## config.mk

```make
export PLATFORM = sky130hd
export DESIGN_NAME = lf_qual
export DESIGN_NICKNAME = d
export VERILOG_FILES = /design/src/rtl/lf_qual_pkg.sv /design/src/rtl/lf_cen_sample.sv /design/src/rtl/lf_plock_gen.sv /design/src/rtl/lf_qual.sv
export SDC_FILE = /design/constraint.sdc
export NUM_CORES = 1
export LEC_CHECK = 0
export ABC_CLOCK_PERIOD_IN_PS = 1600
export BUFFER_PORTS_ARGS = -buffer_cell sky130_fd_sc_hd__buf_2
export CAP_MARGIN = 15
export CORE_MARGIN = 2
export CORE_UTILIZATION = 35
export DETAILED_ROUTE_END_ITERATION = 7
export PLACE_DENSITY_LB_ADDON = 0.3
export SYNTH_ARGS = -nofsm -noshare
export SYNTH_HDL_FRONTEND = slang
export SYNTH_SLANG_ARGS = --single-unit
```

## constraint.sdc

```tcl
create_clock -name clk -period 1.6 [get_ports clk]
set_clock_uncertainty 0.15 [all_clocks]
set_input_delay 0.24 -clock clk [delete_from_list [all_inputs] [get_ports clk]]
set_output_delay 0.24 -clock clk [all_outputs]
set_load 0.02 [all_outputs]
```

## src/rtl/lf_qual_pkg.sv

```systemverilog
package lf_qual_pkg;
    typedef enum logic {
        LF_IDLE = 1'b0,
        LF_BUSY = 1'b1
    } lf_state_e;
endpackage

```

## src/rtl/lf_cen_sample.sv

```systemverilog
module lf_cen_sample (
    input  logic clk,
    input  logic rst_n,
    input  logic cen_n,
    output logic cen_low_prev
);
    logic cen_n_q;

    always_ff @(posedge clk or negedge rst_n) begin
        if (!rst_n) cen_n_q <= 1'b1;
        else        cen_n_q <= cen_n;
    end

    assign cen_low_prev = !cen_n_q;
endmodule

```

## src/rtl/lf_plock_gen.sv

```systemverilog
module lf_plock_gen #(
    parameter int CNT_W = 2
) (
    input  logic             busy,
    input  logic             multi,
    input  logic [CNT_W-1:0] cnt,
    input  logic [CNT_W-1:0] last_idx,
    input  logic             wb_mode,
    output logic             plock_n
);
    logic hold_lock;

    always_comb begin
        hold_lock = busy && multi && (cnt != last_idx);
        plock_n   = wb_mode || !hold_lock;
    end
endmodule

```

## src/rtl/lf_qual.sv

```systemverilog
module lf_qual
    import lf_qual_pkg::*;
#(
    parameter int FILL_BEATS = 4,
    parameter int PAIR_BEATS = 2
) (
    input  logic       clk,
    input  logic       rst_n,
    input  logic       cyc_start,
    input  logic       cyc_read,
    input  logic       cyc_cacheable,
    input  logic       cyc_locked,
    input  logic       cyc_pair,
    input  logic       wb_mode,
    input  logic       cen_n,
    input  logic       rdy_n,
    input  logic       brdy_n,
    output logic       fill_flag,
    output logic [1:0] xfer_cnt,
    output logic       commit_line,
    output logic       plock_n
);
    localparam int CNT_W = $clog2(FILL_BEATS);
    localparam logic [CNT_W-1:0] FILL_LAST = CNT_W'(FILL_BEATS - 1);
    localparam logic [CNT_W-1:0] PAIR_LAST = CNT_W'(PAIR_BEATS - 1);

    typedef struct packed {
        lf_state_e        st;
        logic             fill;
        logic             pair;
        logic             elig;
        logic [CNT_W-1:0] cnt;
        logic             commit;
    } lf_reg_t;

    lf_reg_t r_d, r_q;
    logic    cen_low_prev;
    logic    xfer_done;

    lf_cen_sample u_cen (
        .clk          (clk),
        .rst_n        (rst_n),
        .cen_n        (cen_n),
        .cen_low_prev (cen_low_prev)
    );

    always_comb begin
        xfer_done  = !rdy_n || !brdy_n;
        r_d        = r_q;
        r_d.commit = 1'b0;
        case (r_q.st)
            LF_IDLE: begin
                if (cyc_start) begin
                    r_d.st   = LF_BUSY;
                    r_d.cnt  = '0;
                    r_d.fill = 1'b0;
                    r_d.pair = cyc_pair;
                    r_d.elig = cyc_read && cyc_cacheable && !cyc_locked && !cyc_pair;
                end
            end
            default: begin
                if (xfer_done) begin
                    if (r_q.fill) begin
                        if (r_q.cnt == FILL_LAST) begin
                            r_d.commit = cen_low_prev;
                            r_d.st     = LF_IDLE;
                            r_d.fill   = 1'b0;
                            r_d.cnt    = '0;
                        end else begin
                            r_d.cnt = r_q.cnt + 1'b1;
                        end
                    end else if (r_q.cnt == '0 && r_q.elig && cen_low_prev) begin
                        r_d.fill = 1'b1;
                        r_d.cnt  = CNT_W'(1);
                    end else if (r_q.pair && r_q.cnt != PAIR_LAST) begin
                        r_d.cnt = r_q.cnt + 1'b1;
                    end else begin
                        r_d.st   = LF_IDLE;
                        r_d.cnt  = '0;
                        r_d.pair = 1'b0;
                        r_d.elig = 1'b0;
                    end
                end
            end
        endcase
    end

    always_ff @(posedge clk or negedge rst_n) begin
        if (!rst_n) begin
            r_q <= '{st: LF_IDLE, fill: 1'b0, pair: 1'b0, elig: 1'b0, cnt: '0, commit: 1'b0};
        end else begin
            r_q <= r_d;
        end
    end

    lf_plock_gen #(.CNT_W(CNT_W)) u_plock (
        .busy     (r_q.st == LF_BUSY),
        .multi    (r_q.pair || r_q.fill),
        .cnt      (r_q.cnt),
        .last_idx (r_q.fill ? FILL_LAST : PAIR_LAST),
        .wb_mode  (wb_mode),
        .plock_n  (plock_n)
    );

    assign fill_flag   = r_q.fill;
    assign xfer_cnt    = 2'(r_q.cnt);
    assign commit_line = r_q.commit;
endmodule

```

-- Word level (Yosys, flattened, before mapping)
Index checks and enable logic that the tools add are counted.
- muxes and demuxes: 19
- eq/ne operators: 7
- add/subtract/negate cells: 1
- reduce and logical (&&, ||, !) cells: 21
- operator list (operator ; number):
    2-bit two-way mux ; 10
    6-bit two-way mux ; 2
    1-bit logical AND ; 8
    7-bit two-way mux ; 1
    1-bit zero test ; 6
    1-bit two-way mux ; 6
    2-bit != test, second input constant ; 3
    5-bit AND reduction ; 1
    2-bit by 1-bit != test with 1-bit output, second input constant ; 2
    1-bit logical OR ; 3
    2-bit by 1-bit adder with 2-bit output, second input constant ; 1
    2-bit == test, second input constant ; 1
    2-bit zero test ; 1
    2-bit != test ; 1
    2-bit AND reduction ; 1
    2-bit nonzero test ; 1
- register bits after elaboration: 8
- input port bits: 11
- word-level logic and storage cells: 55

-- Depth between registers and ports, before layout
- word-level depth: 7
- mapped depth: 5

-- Modules after synthesis
From an unflattened synthesis, not the netlist that was laid out.
- cells, all modules: 54
- area total of the unflattened synthesis: 515.5 um^2
- by module, submodules not included (module ; seq. area each (um^2) ; times used ; area an instance (um^2) ; cells an instance):
    lf_qual ; 175.2 ; 1 ; 455.4 ; 48
    lf_cen_sample ; 26.3 ; 1 ; 30.0 ; 2
    lf_plock_gen ; 0.0 ; 1 ; 30.0 ; 4

-- Least setup slack after synthesis
OpenSTA, ideal clock, no wires.
- kind: register -> register
- start: register r_q, in the netlist xfer_cnt[0]
- end: register r_q[3] (netlist name)
- required time: 1.314 ns
- cell stages (with the launch flop): 6
- slack: 0.091 ns
- period minus slack after synthesis: 1.509 ns
- arrival time: 1.223 ns
- setup time: 0.136 ns
- cells stage by stage: dfrtp_1 > inv_1 > ha_1 > and3b_1 > nor4_2 > o22ai_1
- longest elaborated chain between the ends: 5
- elaborated cells between the ends (all ways): 8
- those cells by class: 3 x eq/ne; 5 x reduce/logical
- ends and longest elaborated chain (what ; line ; text):
    from (decl) ; lf_qual.sv:36 ; lf_reg_t r_d, r_q;
    from (signal assigned) ; lf_qual.sv:90 ; r_q <= '{st: LF_IDLE, fill: 1'b0, pair: 1'b0, elig: 1'b0, cnt: '0, commit: 1'b0};
    from (signal assigned) ; lf_qual.sv:92 ; r_q <= r_d;
    2-bit zero test ; lf_qual.sv:72 ; end else if (r_q.cnt == '0 && r_q.elig && cen_low_prev) begin
    1-bit logical AND (2 in a row) ; lf_qual.sv:72 ;
    2-bit != test (no source line) ; n/a ;
    5-bit AND reduction (no source line) (*) ; n/a ;
Mark *: on every way between the ends. The rest lies on a longest branch, timed or not.
A chain may end at the register's enable or synchronous reset.

-- Worst setup path in the final report
- start: register r_q, in the netlist xfer_cnt[0]
- end: output port plock_n
- longest elaborated chain between the ends: 4
- ends and longest elaborated chain (what ; line ; text):
    2-bit != test ; lf_plock_gen.sv:14 ; hold_lock = busy && multi && (cnt != last_idx);
    1-bit logical AND ; lf_plock_gen.sv:14 ;
    1-bit zero test ; lf_plock_gen.sv:15 ; plock_n = wb_mode || !hold_lock;
    1-bit logical OR ; lf_plock_gen.sv:15 ;
    to (decl) ; lf_qual.sv:21 ; output logic plock_n
No other way between the ends.

==> impl_metrics.yaml <==
clock_tree:
  clock-root-buffer: "clkbuf_4"
  clock_sinks: 8
  cts_max_level: 1
  cts_tree: "yes"
  clkTransAtPathRegs_ps: 60
  clk_latency_ps: 270
  numCtsBuffers: 3
  cts.path.max_buffers: 2
synth:
  synth-compound-area-share: 0.2237
  synth_xor_area_frac: 0
  synth_fa_ha_area_frac: 0.07712
  synth_ff_type: "dfrtp_1"
  ys_seq_elements: 8
  synth_edf_count: 0
  async_flop_share: 1.000
  synth_top_family_by_area: "simple AND/OR/NAND/NOR gates"
  synth_cells: 50
  synth_nets: 64
  synth_cell_type_count: 29
  yosys-mux-area-fraction: 0
  seq_area_frac_synth: 0.4139
  avgSynthCellArea_sq_um: 9.734
  synth_warnings: 0
  yosys.area_share.simple: 0.2237
  synth_area_sq_um: 486.7
final_layout:
  final_cell_mix: "buf_2, nand2_1, dfrtp_1"
  fillers: 132
  stdcell_count: 86
  diodes: 0
  final_common_cell: "buf_2"
  drive_gt1_frac: 0.4507
  areaGrowthSynthToFinish_pct: 36.76
  fin_nets: 86
placement:
  dp_slack_ps: 41.22
  dp_cells: 79
  post-dp-hpwl_microns: 765.3
  gp_congestion: 0.8402
  portBuffers: 15
global_route:
  grt-ovfl-total: 0
  grt_pass1_vias: 429
  antenna_found_initial: 0
  grt_max_degree: 13
  grt_pass1_wl_mm: 1.904
  grt_usage: 0.1850
pwr:
  cellPowerDensity_mw_per_mm2: 1364
  swShare: 0.3928
  p_leak_nw: 0.3041
  comb_power_share: 0.458
  p_switching_mw: 0.3567
  ir_worst_vdd_mv: 0.5217
  pwr-share-seq: 0.346
  p_int_mw: 0.5515
  clkPwrFrac: 0.196
sta:
  drv_slew: 0
  post-route-period-util: 1.025
  timing.final.ws_setup_ps: -40.67
  hold_viol_final: 0
  slew_headroom: 0.7962
  period_needed_ps: 1641
  setup_violations: 3
  rsz0062_at_grt: "yes"
  tightest_slew_ps: 303.9
  max_freq_mhz: 609.5
route:
  avgRoutedWirePerCell_microns: 14.44
  vias: 489
  dr.pass1.iters: 4
  drc: 0
  vias_per_cell: 5.686
  ant_nets: 0
  wirelength_mm: 1.242
  drtIter0Drc: 4
floorplanning:
  io_pins: 16
  start_util: 0.3740
  dieWidth_microns: 41.29
  row_count: 13
  fp.dieArea_sq_mm: 0.001705
  coreArea_sq_mm: 0.001301
  die_h_microns: 41.29
hold_path:
  hold_class: "in -> reg"
  hold_start: "cyc_pair"
worst_setup_path:
  ff2ff_path_depth: 5
  worst-setup-path-type: "reg -> out"
  r2r_start: "xfer_cnt[0]"
  reg2reg_slack_ps: -20
  cp_max_fo: 4
  end_kind: "primary output"
  cp-endpoint: "plock_n"
  cp_data_arrival_time_ps: 1250
  reg2reg_to: "r_q[3]"
  critPathRequiredTime_ps: 1210
  crit_start: "xfer_cnt[0]"
  cp-start-kind: "flop"
run:
  drv_cap: 0
status:
  status: "complete, but fails checks"
  violations: "negative setup slack"
[cell families after synthesis]
group | Yosys count
and+or+nand+nor | 18
adders and majority gates | 3
buffers and inverters | 6
DFF | 8
AOI/OAI and AO/OA | 15
[synth_stat cells, types with 2 or more instances]
master | n | share of area
nand2_1 | 6 | 0.046
a21oi_1 | 4 | 0.041
dfrtp_1 | 7 | 0.36
nor2_1 | 2 | 0.015
nand3_1 | 2 | 0.021
inv_1 | 3 | 0.023
ha_1 | 3 | 0.077
buf_4 | 2 | 0.031
[registers in the layout, indices dropped and copies added, names as in the netlist]
signal / count
xfer_cnt: 2
fill_flag: 1
r_q: 3
commit_line: 1
u_cen.cen_n_q: 1
[per-stage QoR]
| step | area [sq um] | hold slack, ps | power, mW | utilization | TNS (ps) |
|---|---|---|---|---|---|
| finish | 665.6 | 49.12 | 0.9082 | 0.5115 | -80.13 |
| global route | 665.6 | 79.69 | 0.9766 | 0.5115 | -377.8 |
| CTS | 641.9 | 48.62 | 0.8663 | 0.4933 | -12.17 |
| detailed placement | 576.8 | -55.14 | 0.6487 | 0.4433 | 0 |
| global placement | 576.8 | -52.53 | 0.6521 | 0.4433 | 0 |
| floorplan | 486.7 | -205.6 | 0.5554 | - | 0 |
[final cells by class]
cell class                      instances  area, sq um  share of cell area
Clock buffer                            4        26.28             0.03947
Inverter                                3        11.26             0.01692
Multi-Input combinational cell         36        282.8              0.4248
Sequential cell                         8        202.7              0.3045
Tap cell                               15        18.77             0.02820
Timing Repair Buffer                   20        123.9              0.1861
[worst min path at each step]
stage,to,slack (ps),cells past startpoint
2_1_floorplan,commit_line,-210,0
3_3_place_gp,fill_flag,-50,1
3_5_place_dp,xfer_cnt[0],-60,1
4_1_cts,r_q[4],50,3
5_1_grt,r_q[4],80,3
6_report,r_q[4],50,3
[power groups by stage]
stage | Sequential (mW) | Clock (mW) | Combinational (mW)
2_1_floorplan | 0.295 | 0 | 0.261
3_3_place_gp | 0.304 | 0 | 0.348
3_5_place_dp | 0.304 | 0 | 0.345
4_1_cts | 0.304 | 0.181 | 0.381
5_1_grt | 0.322 | 0.198 | 0.457
6_report | 0.314 | 0.178 | 0.416
[routing by layer]
metal,vias up,share of wire,global-route usage
met2,24,0.51,0.2891
met5,-,0,0
li1,224,-,-
met1,237,0.38,0.2167
met4,0,0.037,0.1371
met3,4,0.069,0.04787
[critical path, cell delays in order, from the launching register on]
cell       delay (ps)
dfrtp_1           430
buf_6             150
a21boi_2          120
o2111ai_1         110
buf_4             180
[what timing repair did]
item,CTS,global route
gates cloned,0,0
resized for setup,5,5
hold buffers,2,0
endpoints found under the setup margin,1,4
endpoints found under the hold margin,9,0
pin swaps,0,0
setup buffers,1,0
No activity file was read; power rests on OpenSTA's default activity.
